`src/rtl/sha_core_pkg.sv`:
```
package sha_core_pkg;

    localparam int WORD_W    = 32;
    localparam int NUM_WORDS = 8;
    localparam int ROUNDS    = 64;
    localparam int WIN_DEPTH = 16;
    localparam int RND_W     = $clog2(ROUNDS);
    localparam int WIN_W     = $clog2(WIN_DEPTH);
    localparam int BLOCK_W   = WORD_W * WIN_DEPTH;
    localparam int STATE_W   = WORD_W * NUM_WORDS;

    typedef logic [WORD_W-1:0] word_t;
    typedef logic [RND_W-1:0]  rnd_t;

    typedef struct packed {
        word_t a;
        word_t b;
        word_t c;
        word_t d;
        word_t e;
        word_t f;
        word_t g;
        word_t h;
    } state_t;

    typedef enum logic {
        ENG_IDLE = 1'b0,
        ENG_RUN  = 1'b1
    } eng_state_e;

    localparam state_t INIT_STATE = '{
        a: 32'h6a09e667, b: 32'hbb67ae85, c: 32'h3c6ef372, d: 32'ha54ff53a,
        e: 32'h510e527f, f: 32'h9b05688c, g: 32'h1f83d9ab, h: 32'h5be0cd19
    };

    function automatic word_t rotr(input word_t x, input int n);
        return (x >> n) | (x << (WORD_W - n));
    endfunction

    function automatic word_t big_sig0(input word_t x);
        return rotr(x, 2) ^ rotr(x, 13) ^ rotr(x, 22);
    endfunction

    function automatic word_t big_sig1(input word_t x);
        return rotr(x, 6) ^ rotr(x, 11) ^ rotr(x, 25);
    endfunction

    function automatic word_t sml_sig0(input word_t x);
        return rotr(x, 7) ^ rotr(x, 18) ^ (x >> 3);
    endfunction

    function automatic word_t sml_sig1(input word_t x);
        return rotr(x, 17) ^ rotr(x, 19) ^ (x >> 10);
    endfunction

    function automatic word_t choose(input word_t x, input word_t y, input word_t z);
        return (x & y) ^ (~x & z);
    endfunction

    function automatic word_t majority(input word_t x, input word_t y, input word_t z);
        return (x & y) ^ (x & z) ^ (y & z);
    endfunction

    function automatic state_t round_step(input state_t s, input word_t k, input word_t w);
        state_t n;
        word_t  t1;
        word_t  t2;
        t1 = s.h + big_sig1(s.e) + choose(s.e, s.f, s.g) + k + w;
        t2 = big_sig0(s.a) + majority(s.a, s.b, s.c);
        n.a = t1 + t2;
        n.b = s.a;
        n.c = s.b;
        n.d = s.c;
        n.e = s.d + t1;
        n.f = s.e;
        n.g = s.f;
        n.h = s.g;
        return n;
    endfunction

    function automatic state_t state_sum(input state_t x, input state_t y);
        state_t r;
        r.a = x.a + y.a;
        r.b = x.b + y.b;
        r.c = x.c + y.c;
        r.d = x.d + y.d;
        r.e = x.e + y.e;
        r.f = x.f + y.f;
        r.g = x.g + y.g;
        r.h = x.h + y.h;
        return r;
    endfunction

endpackage

```
`src/rtl/sha_round_const.sv`:
```
module sha_round_const
    import sha_core_pkg::*;
(
    input  rnd_t  idx_i,
    output word_t k_o
);

    always_comb begin
        case (idx_i)
            6'd0:  k_o = 32'h428a2f98;  6'd1:  k_o = 32'h71374491;
            6'd2:  k_o = 32'hb5c0fbcf;  6'd3:  k_o = 32'he9b5dba5;
            6'd4:  k_o = 32'h3956c25b;  6'd5:  k_o = 32'h59f111f1;
            6'd6:  k_o = 32'h923f82a4;  6'd7:  k_o = 32'hab1c5ed5;
            6'd8:  k_o = 32'hd807aa98;  6'd9:  k_o = 32'h12835b01;
            6'd10: k_o = 32'h243185be;  6'd11: k_o = 32'h550c7dc3;
            6'd12: k_o = 32'h72be5d74;  6'd13: k_o = 32'h80deb1fe;
            6'd14: k_o = 32'h9bdc06a7;  6'd15: k_o = 32'hc19bf174;
            6'd16: k_o = 32'he49b69c1;  6'd17: k_o = 32'hefbe4786;
            6'd18: k_o = 32'h0fc19dc6;  6'd19: k_o = 32'h240ca1cc;
            6'd20: k_o = 32'h2de92c6f;  6'd21: k_o = 32'h4a7484aa;
            6'd22: k_o = 32'h5cb0a9dc;  6'd23: k_o = 32'h76f988da;
            6'd24: k_o = 32'h983e5152;  6'd25: k_o = 32'ha831c66d;
            6'd26: k_o = 32'hb00327c8;  6'd27: k_o = 32'hbf597fc7;
            6'd28: k_o = 32'hc6e00bf3;  6'd29: k_o = 32'hd5a79147;
            6'd30: k_o = 32'h06ca6351;  6'd31: k_o = 32'h14292967;
            6'd32: k_o = 32'h27b70a85;  6'd33: k_o = 32'h2e1b2138;
            6'd34: k_o = 32'h4d2c6dfc;  6'd35: k_o = 32'h53380d13;
            6'd36: k_o = 32'h650a7354;  6'd37: k_o = 32'h766a0abb;
            6'd38: k_o = 32'h81c2c92e;  6'd39: k_o = 32'h92722c85;
            6'd40: k_o = 32'ha2bfe8a1;  6'd41: k_o = 32'ha81a664b;
            6'd42: k_o = 32'hc24b8b70;  6'd43: k_o = 32'hc76c51a3;
            6'd44: k_o = 32'hd192e819;  6'd45: k_o = 32'hd6990624;
            6'd46: k_o = 32'hf40e3585;  6'd47: k_o = 32'h106aa070;
            6'd48: k_o = 32'h19a4c116;  6'd49: k_o = 32'h1e376c08;
            6'd50: k_o = 32'h2748774c;  6'd51: k_o = 32'h34b0bcb5;
            6'd52: k_o = 32'h391c0cb3;  6'd53: k_o = 32'h4ed8aa4a;
            6'd54: k_o = 32'h5b9cca4f;  6'd55: k_o = 32'h682e6ff3;
            6'd56: k_o = 32'h748f82ee;  6'd57: k_o = 32'h78a5636f;
            6'd58: k_o = 32'h84c87814;  6'd59: k_o = 32'h8cc70208;
            6'd60: k_o = 32'h90befffa;  6'd61: k_o = 32'ha4506ceb;
            6'd62: k_o = 32'hbef9a3f7;  default: k_o = 32'hc67178f2;
        endcase
    end

endmodule

```
`src/rtl/sha_sched_window.sv`:
```
module sha_sched_window
    import sha_core_pkg::*;
(
    input  logic               clk,
    input  logic               load_i,
    input  logic               adv_i,
    input  rnd_t               round_i,
    input  logic [BLOCK_W-1:0] block_i,
    output word_t              wt_o
);

    word_t             win_q [WIN_DEPTH];
    logic [WIN_W-1:0]  slot;
    word_t             expanded;
    logic              use_expanded;

    // Slot t mod 16 holds W[t-16] before it is replaced by W[t].
    assign slot         = round_i[WIN_W-1:0];
    assign use_expanded = (round_i >= rnd_t'(WIN_DEPTH));
    assign expanded     = sml_sig1(win_q[slot - WIN_W'(2)])
                        + win_q[slot - WIN_W'(7)]
                        + sml_sig0(win_q[slot - WIN_W'(15)])
                        + win_q[slot];
    assign wt_o         = use_expanded ? expanded : win_q[slot];

    generate
        for (genvar i = 0; i < WIN_DEPTH; i++) begin : g_slot
            always_ff @(posedge clk) begin
                if (load_i) begin
                    win_q[i] <= block_i[BLOCK_W-1-WORD_W*i -: WORD_W];
                end else if (adv_i && use_expanded && (slot == WIN_W'(i))) begin
                    win_q[i] <= expanded;
                end
            end
        end
    endgenerate

endmodule

```
`src/rtl/sha256_block_engine.sv`:
```
module sha256_block_engine
    import sha_core_pkg::*;
(
    input  logic         clk,
    input  logic         rst,
    input  logic         start_i,
    input  logic         first_i,
    input  logic [511:0] block_i,
    input  logic [255:0] prev_i,
    output logic [255:0] hash_o,
    output logic         done_o
);

    eng_state_e state_q;
    rnd_t       round_q;
    state_t     work_q;
    state_t     base_q;
    state_t     work_next;
    state_t     hash_q;
    state_t     init_state;
    word_t      k_cur;
    word_t      w_cur;
    logic       busy;
    logic       accept;
    logic       last_round;

    assign busy       = (state_q == ENG_RUN);
    assign accept     = start_i && !busy;
    assign last_round = (round_q == rnd_t'(ROUNDS - 1));
    assign init_state = first_i ? INIT_STATE : state_t'(prev_i);

    sha_round_const u_kconst (
        .idx_i (round_q),
        .k_o   (k_cur)
    );

    sha_sched_window u_window (
        .clk     (clk),
        .load_i  (accept),
        .adv_i   (busy),
        .round_i (round_q),
        .block_i (block_i),
        .wt_o    (w_cur)
    );

    assign work_next = round_step(work_q, k_cur, w_cur);

    always_ff @(posedge clk) begin
        if (rst) begin
            state_q <= ENG_IDLE;
            round_q <= '0;
            done_o  <= 1'b0;
        end else if (accept) begin
            state_q <= ENG_RUN;
            round_q <= '0;
            done_o  <= 1'b0;
        end else if (busy) begin
            round_q <= round_q + rnd_t'(1);
            if (last_round) begin
                state_q <= ENG_IDLE;
                done_o  <= 1'b1;
            end
        end
    end

    always_ff @(posedge clk) begin
        if (rst) begin
            work_q <= '0;
            base_q <= '0;
            hash_q <= '0;
        end else if (accept) begin
            work_q <= init_state;
            base_q <= init_state;
        end else if (busy) begin
            work_q <= work_next;
            if (last_round) begin
                hash_q <= state_sum(base_q, work_next);
            end
        end
    end

    assign hash_o = hash_q;

endmodule

```
`config.mk`:
```
export PLATFORM = sky130hd
export DESIGN_NAME = sha256_block_engine
export DESIGN_NICKNAME = d
export VERILOG_FILES = /design/src/rtl/sha_core_pkg.sv /design/src/rtl/sha_round_const.sv /design/src/rtl/sha_sched_window.sv /design/src/rtl/sha256_block_engine.sv
export SDC_FILE = /design/constraint.sdc
export NUM_CORES = 2
export LEC_CHECK = 0
export BUFFER_PORTS_ARGS = -buffer_cell sky130_fd_sc_hd__buf_2
export CORE_ASPECT_RATIO = 0.5
export CORE_MARGIN = 4
export CORE_UTILIZATION = 35
export CTS_BUF_LIST = sky130_fd_sc_hd__clkbuf_8
export DETAILED_ROUTE_END_ITERATION = 6
export PLACE_DENSITY = 0.56
export SLEW_MARGIN = 20
export SYNTH_ARGS = -nofsm -noshare
export SYNTH_HDL_FRONTEND = slang
export SYNTH_SLANG_ARGS = --single-unit
```
`constraint.sdc`:
```
create_clock -name clk -period 38.3 [get_ports clk]
set_clock_uncertainty 0.2 [all_clocks]
set_input_delay 1.915 -clock clk [delete_from_list [all_inputs] [get_ports clk]]
set_output_delay 1.915 -clock clk [all_outputs]
set_load 0.01 [all_outputs]
```
==> results <==
- The run finished, with violations left.
- The final reports fail on design-rule violations.
- Yosys printed 0 warnings.
- The count of buffers inserted at the top-level ports is ~1000.
- The post-layout utilization of the core is 0.4035.
- The slew of the pin with the lowest slew margin is 1.259 ns.
- The number of enable-type register cells in the synthesized netlist is between 500 and 600.
- The count of cells along the worst register-to-register path is 47.
- The number of antenna violations at the first check in global routing is 51.
- The type of origin of the critical path is a register.
- For this configuration, the core starts out at a cell density of 0.3519.
- The area growth from synthesis to layout is 14.65%.
- The post-layout net count is between 10000 and 15000.
- Yosys attributes the largest share of cell area to sky130_fd_sc_hd__dfxtp_1, sky130_fd_sc_hd__edfxtp_1, sky130_fd_sc_hd__mux4_2, sky130_fd_sc_hd__ha_1, sky130_fd_sc_hd__nand2_1.
- Of the post-synthesis cell area, the dominant cell type holds 0.1810.
- The filler cells instantiated in the layout total 25410.
- The sum of net half-perimeters after detailed placement is 322.6 mm.
- In the final layout, the share of cells above drive strength 1 is 0.2086.
- For this run, the top clock speed supported by timing is approximately 62 MHz.
- In this run the critical register-to-register path is launched from round_q[0].
- The tree is rooted in a sky130_fd_sc_hd__clkbuf_8.
- The worst setup path is of the reg2reg kind.
- Routability-driven placement finished with a final weighted congestion of a little over 1.
- The async set or reset register ratio after synthesis is 0.
- The insertion delay of the later-clocked pin in the worst-skew pair is roughly 1.1 ns.
- The largest total area in the synthesized netlist belongs to sky130_fd_sc_hd__dfxtp_1.
- For the final routed database, the setup TNS stands at 0 ns.
- Across all register-to-register paths, the minimum setup slack is roughly 22 ns.
- Data on the critical path is required at its endpoint by just under 40 ns.
- The total overflow left after global routing is 0.
- The critical-path cell with the highest stage delay is sky130_fd_sc_hd__dfxtp_4.
- The clock-pin slew on the worst setup and hold paths is about 0.070 ns.
- STA classifies the critical path endpoint as a register.
- The remaining antenna violation count is 0.
- The hold violation count in the final report is 0.
- The sequential standard cell area is around 0.032 mm².
- Measured along the y axis, the die boundary spans roughly 370 µm.
- Of the synthesized area, sequential elements account for 0.3522.
- The data arrival at the endpoint of the critical path is 16.78 ns.
- The cell area that synthesis handed to floorplanning was 0.08981 mm².
- After detailed routing, the average wire length per cell comes to slightly above 30 µm.
- From left edge to right edge, the die measures between 700 and 800 µm.
- 1029 I/O pins were placed.
- The tree built by TritonCTS fans out to about 1300 sinks.
- The detailed router finished its first iteration with 10320 violations.
- In this design, the stage delay of the slowest critical-path cell is 0.89 ns.
- Setup violations remaining at the end of the flow were counted as 0.
- The number of buffers inserted by post-CTS setup repair is 0.
- The post-route fraction of the period consumed by the critical path is 0.4214.
- The post-cts hold buffer count is 0.
- The number of remaining DRC errors is 4.
- The via count of the first global-routing pass was between 70000 and 80000.
- The number of standard cells after synthesis is between 9000 and 10000.
- In the global route stage, overall resource usage came out at 0.3105.
- Synthesis produced a netlist with a net count of ~11000.
- The worst hold path class is reg2reg.
- The TritonCTS clock tree is built.
- The cell family contributing the most delay on the critical path is compound AO/OA/AOI/OAI gates.
- The number of gates resized after CTS is 0.
- The critical path starts at round_q[0].
- The max-cap check violation count is 0.
- The pin count of the biggest net entering global routing is 160.
- The final count of pins violating max slew was 0.
- CTS built an H-tree with a depth of 4.
- The die covers about 0.27 mm².
- Among all flip-flop cells after synthesis, the most frequent one is sky130_fd_sc_hd__dfxtp_1.
- Measured against its own limit, the worst slew margin works out to 0.1553.
- The multi-input logic area is 0.05431 mm².
- The core region is approximately 0.26 mm².
- The total length of routed wires is ~430 mm.
- Averaged over all synthesized cells, the footprint is about 9.5 µm².
- The longest clock path from root to sink contains 4 buffers.
- The total CTS buffers is 214.
- The maximum fanout along the worst path is 70.
- The mean number of vias per cell is 5.965.
- Setup repair after global routing left no endpoint under its margin.
- After floorplanning, the core was divided into approximately 130 placement rows.
- The routed design could run at a clock period as short as approximately 16 ns.
- The first global-routing pass estimated 594.0 mm of wire.
- The via count of the routed design is approximately 82000.
- The count of TritonRoute iterations in the first routing pass is 7.
- Synthesis inferred between 1000 and 1500 register bits.
- The most critical setup path has its endpoint at hash_o[255].
- The critical path runs through a total of 47 cells.
- Counting distinct cell types in the post-synthesis netlist gives 88.
- The number of buffers and inverters on the critical path is 3.
- The worst reg2reg path endpoint is hash_o[255].
==> sequential cells by signal, indices dropped and copies added, names as in the netlist, named ones only <==
name and flops:
work_next 192, done_o 1, work_q 64, base_q 256, busy 1, round_q 6, u_window.win_q 512, hash_o 256
u_kconst.k_o 32
==> layout make-up <==
type	count	area share
multi-input cells	6998	0.5275
flip-flops and latches	1324	0.3074
repair buffers	1189	0.06271
well taps	3391	0.04121
clock buffers	257	0.03435
inverters	461	0.01688
clock inverters	129	0.009357
diodes	25	0.0006076
==> tightest hold or removal path, delay by kind of cell (launching register included) <==
| kind | cells | cell delay [ns] |
|---|---|---|
| AO/OA/AOI/OAI | 1 | 0.05 |
| flip-flops | 1 | 0.30 |
| AND/OR/NAND/NOR | 1 | 0.05 |
==> layout by cell type (no fill, tap or decap), drive strengths merged, types with 55 or more instances in the layout <==
master / count
a211oi: 332
a21o: 206
a21oi: 773
a221o: 66
a22o: 65
a31oi: 57
and3: 55
buf: 1189
clkbuf: 257
clkinv: 64
dfxtp: 812
edfxtp: 512
fa: 195
ha: 399
inv: 502
mux2: 65
mux2i: 69
mux4: 511
nand2: 1178
nand3: 82
nor2: 902
nor2b: 85
nor3: 76
o21ai: 799
o21bai: 57
xnor2: 415
xor2: 176
==> synthesized netlist by cell type, types with 195 or more instances <==
cell and n:
sky130_fd_sc_hd__xnor2_1 410, sky130_fd_sc_hd__nor2_1 902, sky130_fd_sc_hd__a21oi_1 772, sky130_fd_sc_hd__clkbuf_1 612, sky130_fd_sc_hd__a21o_1 206, sky130_fd_sc_hd__edfxtp_1 512, sky130_fd_sc_hd__inv_1 436, sky130_fd_sc_hd__dfxtp_1 812
sky130_fd_sc_hd__a211oi_1 332, sky130_fd_sc_hd__fa_1 195, sky130_fd_sc_hd__mux4_2 511, sky130_fd_sc_hd__ha_1 399, sky130_fd_sc_hd__nand2_1 1178, sky130_fd_sc_hd__o21ai_1 640
==> metrics by stage <==
| stage | worst slack (ns) | std cells | hold WS, ns | area, µm² |
|---|---|---|---|---|
| after floorplan | 23.25 | 9481 | 0.2268 | 89810 |
| after global placement | 22.39 | 13360 | 0.2348 | 98300 |
| after detailed placement | 22.36 | 13360 | 0.2412 | 98330 |
| after CTS | 22.22 | 13750 | 0.2503 | 102800 |
| after global routing | 21.19 | 13760 | 0.2656 | 102900 |
| final | 22.16 | 13770 | 0.2489 | 103000 |
==> routing by layer <==
metal / GRT usage / up-vias / wire length, µm
met2: 0.4837 / 4793 / 190800
li1: - / 35620 / -
met1: 0.3904 / 40640 / 164000
met3: 0.08347 / 1071 / 43920
met5: 0 / - / 236
met4: 0.1697 / 36 / 28220
==> worst min path at each step <==
stage                             end   startpoint  depth (start not counted)
after floorplan           base_q[198]  base_q[198]                          2
after global placement     hash_o[31]   hash_o[31]                          2
after detailed placement   hash_o[25]   hash_o[25]                          2
after CTS                  hash_o[80]   hash_o[80]                          2
after global routing       hash_o[39]   hash_o[39]                          2
final                     hash_o[238]  hash_o[238]                          2
==> cell families (layout without fill, tap and decap cells) <==
group,count (synthesis),count (layout),synth area share
other cells,0,25,0
xor+xnor,591,591,0.05826
simple gates,2554,2554,0.1183
flops,1324,1324,0.3522
compound gates,2611,2611,0.1791
fa+ha+maj,597,597,0.09939
mux,645,645,0.1440
buf+inv,1159,2036,0.04880
Power is left out: the tool's default activity adds up to more than one toggle a clock period on the data nets, which glitch-free logic cannot reach.
